**src/rtl/bert_pkg.sv**
```systemverilog
`timescale 1ns/1ps
package bert_pkg;

    localparam logic [2:0] SEL_PRBS7  = 3'd0;
    localparam logic [2:0] SEL_PRBS11 = 3'd1;
    localparam logic [2:0] SEL_PRBS15 = 3'd2;
    localparam logic [2:0] SEL_QRSS   = 3'd3;
    localparam logic [2:0] SEL_REP    = 3'd4;
    localparam logic [2:0] SEL_ALT    = 3'd5;

    localparam int NUM_LFSR = 4;
    localparam int QRSS_RUN = 14;

    typedef enum logic [2:0] {
        M_IDLE,
        M_PRBS,
        M_REP,
        M_ALT,
        M_ILLEGAL
    } mode_e;

    typedef enum logic {
        WORD_A,
        WORD_B
    } alt_e;

    function automatic int lfsr_width(input int idx);
        case (idx)
            0: return 7;
            1: return 11;
            2: return 15;
            default: return 20;
        endcase
    endfunction

    function automatic int lfsr_tap(input int idx);
        case (idx)
            0: return 6;
            1: return 9;
            2: return 14;
            default: return 17;
        endcase
    endfunction

    function automatic int lfsr_run(input int idx);
        return (idx == 3) ? QRSS_RUN : 0;
    endfunction

endpackage

```
**src/rtl/bert_lfsr.sv**
```systemverilog
`timescale 1ns/1ps
module bert_lfsr #(
    parameter int WIDTH = 7,
    parameter int TAP   = 6,
    parameter int RUN   = 0
) (
    input  logic clk,
    input  logic rst_n,
    input  logic step,
    input  logic restart,
    output logic bit_o
);

    logic [WIDTH-1:0] state;
    logic [WIDTH-1:0] cur;
    logic             fb;
    logic             force_one;

    assign cur = restart ? {WIDTH{1'b1}} : state;
    assign fb  = cur[WIDTH-1] ^ cur[TAP-1];

    generate
        if (RUN > 0) begin : g_suppress
            assign force_one = (cur[WIDTH-2 -: RUN] == '0);

            logic [$clog2(RUN+2)-1:0] zrun;
            always_ff @(posedge clk or negedge rst_n) begin
                if (!rst_n) begin
                    zrun <= '0;
                end else if (step) begin
                    if (bit_o)        zrun <= '0;
                    else if (restart) zrun <= 1;
                    else              zrun <= zrun + 1'b1;
                end
            end

            a_r2_zero_run: assert property (@(posedge clk) disable iff (!rst_n)
                zrun <= RUN);
        end else begin : g_plain
            assign force_one = 1'b0;
        end
    endgenerate

    assign bit_o = cur[WIDTH-1] | force_one;

    always_ff @(posedge clk or negedge rst_n) begin
        if (!rst_n) begin
            state <= {WIDTH{1'b1}};
        end else if (step) begin
            state <= {cur[WIDTH-2:0], fb};
        end
    end

    a_r1_state_nonzero: assert property (@(posedge clk) disable iff (!rst_n)
        state != '0);

endmodule

```
**src/rtl/bert_rep_gen.sv**
```systemverilog
`timescale 1ns/1ps
module bert_rep_gen #(
    parameter int REP_MAX  = 32,
    parameter int LEN_BASE = 17
) (
    input  logic                                   clk,
    input  logic                                   rst_n,
    input  logic                                   step,
    input  logic                                   restart,
    input  logic [$clog2(REP_MAX-LEN_BASE+1)-1:0]  len_code,
    input  logic [REP_MAX-1:0]                     word,
    output logic                                   bit_o
);

    localparam int IDX_W = $clog2(REP_MAX);

    logic [IDX_W-1:0] idx;
    logic [IDX_W-1:0] cur_idx;
    logic [IDX_W-1:0] last_idx;

    assign last_idx = IDX_W'(len_code) + IDX_W'(LEN_BASE - 1);
    assign cur_idx  = restart ? '0 : idx;
    assign bit_o    = word[cur_idx];

    always_ff @(posedge clk or negedge rst_n) begin
        if (!rst_n) begin
            idx <= '0;
        end else if (step) begin
            idx <= (cur_idx == last_idx) ? '0 : cur_idx + 1'b1;
        end
    end

    a_r3_idx_in_range: assert property (@(posedge clk) disable iff (!rst_n)
        step |=> (idx <= $past(last_idx)));

endmodule

```
**src/rtl/bert_alt_gen.sv**
```systemverilog
`timescale 1ns/1ps
module bert_alt_gen
    import bert_pkg::*;
#(
    parameter int WORD_W = 16,
    parameter int REPS_W = 4
) (
    input  logic              clk,
    input  logic              rst_n,
    input  logic              step,
    input  logic              restart,
    input  logic [WORD_W-1:0] word_a,
    input  logic [WORD_W-1:0] word_b,
    input  logic [REPS_W-1:0] reps,
    output logic              bit_o
);

    localparam int BIT_W = $clog2(WORD_W);
    localparam logic [BIT_W-1:0] LAST_BIT = BIT_W'(WORD_W - 1);

    alt_e              ph, cur_ph, ph_d;
    logic [BIT_W-1:0]  bidx, cur_bit, bidx_d;
    logic [REPS_W-1:0] cnt, cur_cnt, cnt_d;

    assign cur_ph  = restart ? WORD_A : ph;
    assign cur_bit = restart ? '0 : bidx;
    assign cur_cnt = restart ? '0 : cnt;

    always_comb begin
        ph_d   = cur_ph;
        bidx_d = cur_bit + 1'b1;
        cnt_d  = cur_cnt;
        if (cur_bit == LAST_BIT) begin
            bidx_d = '0;
            unique case (cur_ph)
                WORD_A: begin
                    if (cur_cnt == reps) ph_d = WORD_B;
                    else                 cnt_d = cur_cnt + 1'b1;
                end
                WORD_B: begin
                    ph_d  = WORD_A;
                    cnt_d = '0;
                end
            endcase
        end
    end

    always_ff @(posedge clk or negedge rst_n) begin
        if (!rst_n) begin
            ph   <= WORD_A;
            bidx <= '0;
            cnt  <= '0;
        end else if (step) begin
            ph   <= ph_d;
            bidx <= bidx_d;
            cnt  <= cnt_d;
        end
    end

    always_comb begin
        unique case (cur_ph)
            WORD_A: bit_o = word_a[cur_bit];
            WORD_B: bit_o = word_b[cur_bit];
        endcase
    end

    a_r5_b_returns_to_a: assert property (@(posedge clk) disable iff (!rst_n)
        (step && cur_ph == WORD_B && cur_bit == LAST_BIT) |=> (ph == WORD_A && cnt == '0));

endmodule

```
**src/rtl/bert_patgen.sv**
```systemverilog
`timescale 1ns/1ps
module bert_patgen
    import bert_pkg::*;
#(
    parameter int REP_MAX  = 32,
    parameter int LEN_BASE = 17,
    parameter int ALT_W    = 16,
    parameter int REPS_W   = 4
) (
    input  logic                                  clk,
    input  logic                                  rst_n,
    input  logic                                  bit_en,
    input  logic [2:0]                            pat_sel,
    input  logic [$clog2(REP_MAX-LEN_BASE+1)-1:0] len_code,
    input  logic [REP_MAX-1:0]                    rep_word,
    input  logic [ALT_W-1:0]                      alt_word_a,
    input  logic [ALT_W-1:0]                      alt_word_b,
    input  logic [REPS_W-1:0]                     alt_reps,
    input  logic                                  tx_invert,
    output logic                                  bit_out,
    output logic                                  sel_illegal
);

    localparam int LEN_W = $clog2(REP_MAX - LEN_BASE + 1);
    localparam int CFG_W = 3 + LEN_W;

    mode_e              state, state_d;
    logic [CFG_W-1:0]   cfg_q;
    logic [CFG_W-1:0]   cfg_now;
    logic               restart;
    logic [NUM_LFSR-1:0] prbs_bit;
    logic               rep_bit;
    logic               alt_bit;
    logic               pick_bit;
    logic               bit_q;

    assign cfg_now     = {pat_sel, len_code};
    assign restart     = bit_en && ((state == M_IDLE) || (cfg_now != cfg_q));
    assign sel_illegal = pat_sel[2] & pat_sel[1];

    // Pseudorandom generators, one per select code 000..011
    generate
        for (genvar g = 0; g < NUM_LFSR; g++) begin : g_lfsr
            bert_lfsr #(
                .WIDTH(lfsr_width(g)),
                .TAP  (lfsr_tap(g)),
                .RUN  (lfsr_run(g))
            ) u_lfsr (
                .clk    (clk),
                .rst_n  (rst_n),
                .step   (bit_en && (pat_sel == 3'(g))),
                .restart(restart),
                .bit_o  (prbs_bit[g])
            );
        end
    endgenerate

    bert_rep_gen #(
        .REP_MAX (REP_MAX),
        .LEN_BASE(LEN_BASE)
    ) u_rep (
        .clk     (clk),
        .rst_n   (rst_n),
        .step    (bit_en && (pat_sel == SEL_REP)),
        .restart (restart),
        .len_code(len_code),
        .word    (rep_word),
        .bit_o   (rep_bit)
    );

    bert_alt_gen #(
        .WORD_W(ALT_W),
        .REPS_W(REPS_W)
    ) u_alt (
        .clk    (clk),
        .rst_n  (rst_n),
        .step   (bit_en && (pat_sel == SEL_ALT)),
        .restart(restart),
        .word_a (alt_word_a),
        .word_b (alt_word_b),
        .reps   (alt_reps),
        .bit_o  (alt_bit)
    );

    // Mode transitions: every enabled bit moves to the mode of the select
    always_comb begin
        state_d = state;
        if (bit_en) begin
            unique case (pat_sel)
                SEL_PRBS7, SEL_PRBS11, SEL_PRBS15, SEL_QRSS: state_d = M_PRBS;
                SEL_REP:                                     state_d = M_REP;
                SEL_ALT:                                     state_d = M_ALT;
                default:                                     state_d = M_ILLEGAL;
            endcase
        end
    end

    always_ff @(posedge clk or negedge rst_n) begin
        if (!rst_n) begin
            state <= M_IDLE;
            cfg_q <= '0;
        end else begin
            state <= state_d;
            if (bit_en) cfg_q <= cfg_now;
        end
    end

    // Output: pick the generator bit for the mode being entered
    always_comb begin
        unique case (state_d)
            M_PRBS:  pick_bit = prbs_bit[pat_sel[1:0]];
            M_REP:   pick_bit = rep_bit;
            M_ALT:   pick_bit = alt_bit;
            default: pick_bit = 1'b0;
        endcase
    end

    always_ff @(posedge clk or negedge rst_n) begin
        if (!rst_n)      bit_q <= 1'b0;
        else if (bit_en) bit_q <= pick_bit;
    end

    assign bit_out = sel_illegal ? 1'b0 : (bit_q ^ tx_invert);

    a_r8_hold: assert property (@(posedge clk) disable iff (!rst_n)
        !bit_en |=> $stable(bit_q));

    a_r6_illegal_zero: assert property (@(posedge clk) disable iff (!rst_n)
        (state == M_ILLEGAL) |-> !bit_q);

    a_r9_rep_mode: assert property (@(posedge clk) disable iff (!rst_n)
        (bit_en && pat_sel == SEL_REP) |=> (state == M_REP));

    a_r9_prbs_mode: assert property (@(posedge clk) disable iff (!rst_n)
        (bit_en && pat_sel[2] == 1'b0) |=> (state == M_PRBS));

endmodule

```
**config.mk**
```make
export PLATFORM = sky130hd
export DESIGN_NAME = bert_patgen
export DESIGN_NICKNAME = d
export VERILOG_FILES = /design/src/rtl/bert_pkg.sv /design/src/rtl/bert_lfsr.sv /design/src/rtl/bert_rep_gen.sv /design/src/rtl/bert_alt_gen.sv /design/src/rtl/bert_patgen.sv
export SDC_FILE = /design/constraint.sdc
export NUM_CORES = 1
export LEC_CHECK = 0
export BUFFER_PORTS_ARGS = -buffer_cell sky130_fd_sc_hd__buf_2
export CORE_MARGIN = 5
export CORE_UTILIZATION = 57
export DETAILED_ROUTE_END_ITERATION = 16
export PLACE_DENSITY_LB_ADDON = 0.05
export SLEW_MARGIN = 40
export SYNTH_ARGS = -nofsm -noshare
export SYNTH_HDL_FRONTEND = slang
export SYNTH_SLANG_ARGS = --single-unit
```
**constraint.sdc**
```tcl
create_clock -name clk -period 3.4 [get_ports clk]
set_input_delay 0.34 -clock clk [delete_from_list [all_inputs] [get_ports clk]]
set_output_delay 0.34 -clock clk [all_outputs]
set_load 0.005 [all_outputs]
```
==> qor.yml, run 1 <==
outcome: "completed"
ys_seq_area_frac: 0.437
wire_per_inst_um: 15.1
die-area_um2: 10000
nets: 640
cpMaxStageDelayCell: "nor4_4"
ys.flop_type: "dfstp_2"
maxSlewViolCount: 0
max_freq_ghz: 0.340
grt-ovfl-total: 0
drt_iter0_markers: 150
rrSetupSlack_ps: 460
vdd.ir_drop.worst_mv: 0.353
max_stage_delay_ps: 520
critPathLaunchType: "flop"
n_antenna_cell: 0
synth_seq_cells: 78
worstHoldStart: "len_code[2]"
drc: 0
cp_max_fo: 16
tritoncts: "built"
ys_types: 62
drive_gt1_frac: 0.341
core_area_um2: 7810
min_period_ps: 2940
drv_cap: 0
routabilityCongestion: 0.843
dp_hpwl_um: 7310
yosys-top-cells-count: "nor2_1, dfstp_2, nand2_1"
worstPathArrival_ps: 3210
seqCellArea_um2: 2020
start_util: 0.592
h-tree-depth: 3
postSynth.asyncResetShare: 1.00
cts_buffers: 9
clkTransAtPathRegs_ps: 80
io_pins: 81
drt_wl_total_um: 10000
io_buffers: 80
slew_headroom: 0.567
pre_cts_slack_ps: 373
syn_area_um2: 4620
fillers: 667
synth-edff-count: 0
worstHoldPathCells: 2
setup_tns_ps: 0
first_global_vias: 3695
p_leak_nw: 2.25
rsz0062_at_grt: "no"
rows: 32
fin_crit_sh: 0.865
grt_usage: 0.209
power.total_mw: 2.71
cp_top_family: "simple AND/OR/NAND/NOR gates"
drt-vias-per-instance: 5.65
setup_viol: 0
post-cts-setup-buffer-count: 0
holdCritPathClass: "input pin to flop"
hold_path_end: "cfg_q[2]"
yosysMostFrequentCell: "nor2_1"
yosysWarningCount: 0
syn_inst: 493
whs_ps: 287
numClockSinks: 78
grt_pass1_wl_um: 17100
fin_area_um2: 5220
critical_path_class: "flop to flop"
antenna_found_initial: 0
synth.area.top_cells: "dfstp_2, dfrtp_1, nor2_1, mux4_2, a21oi_1"
r2r-start: "cfg_q[6]"
synth_top_area_frac: 0.302
reg2reg_depth: 9
synth_top_cell_by_area: "dfstp_2"
critical_path_buf_inv_count: 0
die_h_um: 100
fp.dieW_um: 100
dpl_cell_area_um2: 5010
crit_required_ps: 3670
syn_nets: 575
synthToLayoutAreaGrowth_pct: 13.0
cts-root-buf: "clkbuf_8"
worst_pin_slew_ps: 646
synth_area_per_cell_um2: 9.37
end_kind: "flop"
vias: 3754
dr.pass1.iters: 5
antenna_left: 0
clk_latency_ps: 350
p_per_area_nw_per_um2: 519
grt_start_max_net_pins: 49
rr_endpoint: "u_alt.cnt[3]"
setup_slack_ps: 459
finalClockSkew_ps: 13.4
multi_input_area_um2: 2360
final_hold_viol_count: 0
path_cells: "xor2_1 -> nor4_4 -> a21bo_2 -> and2_1 -> ha_1 -> and3_1 -> nand3_1 -> nor4_1 -> mux2i_1"
cts_max_path_buffers: 2
metrics by stage:
stage          utilization  instances
2_1_floorplan            -        493
3_3_place_gp         0.642        648
3_5_place_dp         0.642        648
4_1_cts              0.668        665
5_1_grt              0.668        665
6_report             0.668        665
layout make-up:
type	instances	area share
multi-input cells	369	0.453
well taps	102	0.0245
clock inverters	6	0.0129
repair buffers	89	0.0902
clock buffers	10	0.0245
inverters	11	0.00791
flip-flops and latches	78	0.387
layer usage:
| layer | vias to the layer above | global-route usage | share of wire |
|---|---|---|---|
| li1 | 1859 | - | - |
| met1 | 1786 | 0.269 | 0.42 |
| met2 | 97 | 0.363 | 0.51 |
| met3 | 12 | 0.0410 | 0.059 |
| met4 | 0 | 0.0487 | 0.010 |
| met5 | - | 0 | 0 |
cell usage in the layout, fill, tap and decap left out, types with 3 or more instances in the layout:
cell and instances:
nand2_1 45, mux4_2 10, nand3_1 14, nor2b_1 5
buf_2 80, mux2i_1 9, ha_1 3, dfstp_2 53
o31ai_1 6, xor2_1 13, o21ai_0 37, a31oi_1 7
dfrtp_1 25, inv_1 11, and2_1 7, xnor2_1 4
o311ai_0 3, mux2_2 12, nand2b_1 4, nor3_1 4
nor2_1 95, buf_4 8, nor4_1 6, clkbuf_8 9
a21oi_1 37
worst reg2reg max path: cells and delay by family, from the launching register on:
family                   cells  cell delay [ps]
AO/OA/AOI/OAI                1              390
XOR/XNOR                     1              190
adder cells (fa/ha/maj)      1              220
flip-flops                   1              400
multiplexers                 1              220
AND/OR/NAND/NOR              5             1440
logic make-up (layout without fill, tap and decap cells):
group | count (synthesis) | count (layout) | synth area share
compound gates | 116 | 116 | 0.155
fa+ha+maj | 3 | 3 | 0.00813
flops | 78 | 78 | 0.437
simple gates | 199 | 199 | 0.201
mux | 33 | 33 | 0.109
xor+xnor | 18 | 18 | 0.0358
buf+inv | 46 | 116 | 0.0545
power by group:
group,internal [mW],switching [mW]
registers,1.21,0.198
clock network,0.346,0.354
logic,0.318,0.283
sequential cells by signal (all words and copies together), names as in the netlist:
| name | cells |
|---|---|
| g_lfsr.u_lfsr.state | 53 |
| cfg_q | 7 |
| u_rep.idx | 5 |
| u_alt.bidx | 4 |
| u_alt.cnt | 4 |
| state | 3 |
| bit_q | 1 |
| u_alt.ph | 1 |
repair_timing:
action / CTS / global route
gates resized for setup: 0 / 0
hold endpoints to repair: 3 / 0
hold buffers: 1 / 0
worst max-delay path by stage:
| stage | startpoint | endpoint | cells after the start |
|---|---|---|---|
| 4_1_cts | cfg_q[4] | u_alt.cnt[3] | 9 |
| 2_1_floorplan | pat_sel[0] | u_alt.cnt[3] | 13 |
| 5_1_grt | cfg_q[4] | u_alt.cnt[2] | 9 |
| 3_5_place_dp | pat_sel[1] | u_alt.cnt[3] | 10 |
| 6_report | cfg_q[6] | u_alt.cnt[3] | 9 |
| 3_3_place_gp | pat_sel[1] | u_alt.cnt[3] | 10 |
Power figures use the tool's default switching activity.
==> inputs of run 2 (changes only) <==
Settings changed: SYNTH_HIERARCHICAL set to 1.
==> qor.yml, run 2 <==
vias: 3781
ys_types: 70
final_hold_viol_count: 0
wire_per_inst_um: 14.1
rows: 33
grt_pass1_wl_um: 16300
grt_usage: 0.198
postSynth.asyncResetShare: 1.00
setup_viol: 0
critical_path_class: "flop to flop"
grt-ovfl-total: 0
start_util: 0.575
drive_gt1_frac: 0.346
cpMaxStageDelayCell: "nor4_1"
io_buffers: 80
largest_register_ffs: 53
final_common_cell: "nor2_1"
cts-root-buf: "clkbuf_8"
h-tree-depth: 3
synth_seq_cells: 78
maxSlewViolCount: 0
n_antenna_cell: 0
syn_inst: 507
setup_tns_ps: 0
yosysMostFrequentCell: "nor2_1"
drt_wl_total_um: 9720
crit_top_cell: "a21oi_1"
end_kind: "flop"
fin_crit_sh: 0.905
largestRegisters: "g_lfsr.u_lfsr/state x53, cfg_q x7, u_rep/idx x5"
syn_area_um2: 4650
ys_seq_area_frac: 0.434
synth_area_per_cell_um2: 9.18
die-area_um2: 10100
yosys-top-cells-count: "nor2_1, dfstp_2, a21oi_1"
drc: 0
nets: 658
rsz0062_at_grt: "no"
io_pins: 81
drt_iter0_markers: 153
synth_top_cell_by_area: "dfstp_2"
core_area_um2: 8090
worst_pin_slew_ps: 798
synth.area.top_cells: "dfstp_2, dfrtp_1, nor2_1, a21oi_1, mux2i_1"
fp.dieW_um: 100
cts_max_path_buffers: 2
min_period_ps: 3080
drv_cap: 0
synth_top_area_frac: 0.299
numClockSinks: 78
ys.flop_type: "dfstp_2"
path_cells: "xor2_1 -> nor4_1 -> a21boi_4 -> buf_4 -> nor2_1 -> ha_1 -> and4b_1 -> nand3_1 -> a21oi_1 -> a21oi_1 -> a211o_1"
dpl_cell_area_um2: 5060
holdCritPathClass: "input pin to flop"
synth-edff-count: 0
cts_buffers: 9
syn_nets: 587
first_global_vias: 3619
cp_max_fo: 19
clk_latency_ps: 350
critPathLaunchType: "flop"
die_h_um: 100
outcome: "completed"
vdd.ir_drop.worst_mv: 0.262
clkTransAtPathRegs_ps: 80
finalClockSkew_ps: 13.7
grt_start_max_net_pins: 35
slew_headroom: 0.466
fin_area_um2: 5260
antenna_found_initial: 1
drt-vias-per-instance: 5.50
dp_hpwl_um: 7110
synthToLayoutAreaGrowth_pct: 13.1
yosysWarningCount: 6
tritoncts: "built"
worstPathArrival_ps: 3310
antenna_left: 0
crit_required_ps: 3630
p_per_area_nw_per_um2: 505
dr.pass1.iters: 4
final_cell_mix: "nor2_1, buf_2, dfstp_2"
regMostFlops: "g_lfsr.u_lfsr/state"
max_stage_delay_ps: 470
routabilityCongestion: 0.872
max_freq_ghz: 0.325
p_leak_nw: 2.25
## run 2: cell types whose count changed after synthesis, sizes merged, moves of 10 or more
cell    delta
a21oi     +25
buf       +25
clkbuf    -25
mux4      -10
nand2     -27
nor2      +20
o21ai     -19
## run 2: cell type report
cell class	count	area, um^2
clock inverters	6	51.3
inverters	16	60.1
clock buffers	10	138
fillers	715	2830
multi-input cells	378	2350
flip-flops and latches	78	2020
repair buffers	95	518
well taps	105	131
## run 2: worst paths after layout
path / depth (start not counted) / endpoint / start / slack (ps)
worst max-delay path: 11 / u_alt/cnt[3] / cfg_q[3] / 320
worst min-delay path: 2 / cfg_q[0] / len_code[0] / 300
worst max register to register: 11 / u_alt/cnt[3] / cfg_q[3] / 320
worst min register to register: 2 / g_lfsr[0].u_lfsr/state[0] / g_lfsr[0].u_lfsr/state[0] / 490
max in group asynchronous: 3 / g_lfsr[0].u_lfsr/state[5] / rst_n / 2150
min in group asynchronous: 2 / u_rep/idx[1] / rst_n / 490
## run 2: metal layers
metal  GRT usage  share of wire
met1       0.264           0.46
met3      0.0424          0.037
met4      0.0497         0.0059
met2       0.330           0.49
met5           0        0.00072
## run 2: cells by family (layout without fill, tap and decap cells)
family                     count (synthesis)  count (layout)  synth area share
muxes                                     30              30            0.0739
DFF                                       78              78             0.434
and+or+nand+nor                          189             189             0.186
xor gates and xnor gates                  17              17            0.0336
adders and majority gates                  1               1           0.00269
AOI/OAI and AO/OA                        141             141             0.204
buffers and inverters                     51             127            0.0667
## run 2: per-stage QoR
| step | std cells | worst slack [ps] | total power [mW] | utilization | hold slack [ps] |
|---|---|---|---|---|---|
| 2_1_floorplan | 507 | 96.5 | 1.85 | - | 44.4 |
| 3_3_place_gp | 671 | 319 | 2.00 | 0.625 | 450 |
| 3_5_place_dp | 671 | 245 | 2.02 | 0.625 | 451 |
| 4_1_cts | 687 | 358 | 2.68 | 0.648 | 79.1 |
| 5_1_grt | 688 | 124 | 2.85 | 0.650 | 291 |
| 6_report | 688 | 325 | 2.66 | 0.650 | 300 |
## run 2: worst max-delay path, delay by kind of cell, from the launching register on
| family | cells | cell delay (ps) |
|---|---|---|
| xor gates and xnor gates | 1 | 170 |
| buffers and inverters | 1 | 270 |
| DFF | 1 | 400 |
| adders and majority gates | 1 | 250 |
| AOI/OAI and AO/OA | 4 | 850 |
| and+or+nand+nor | 4 | 1010 |
## run 2: report_power, final
group | switching, mW | internal [mW]
combinational | 0.319 | 0.316
sequential | 0.168 | 1.20
clock | 0.357 | 0.295
total | 0.844 | 1.81
## run 2: repair_timing
item	CTS	global route
hold buffers	0	1
endpoints found under the hold margin	0	9
resized for setup	0	0
buffers inserted	0	0
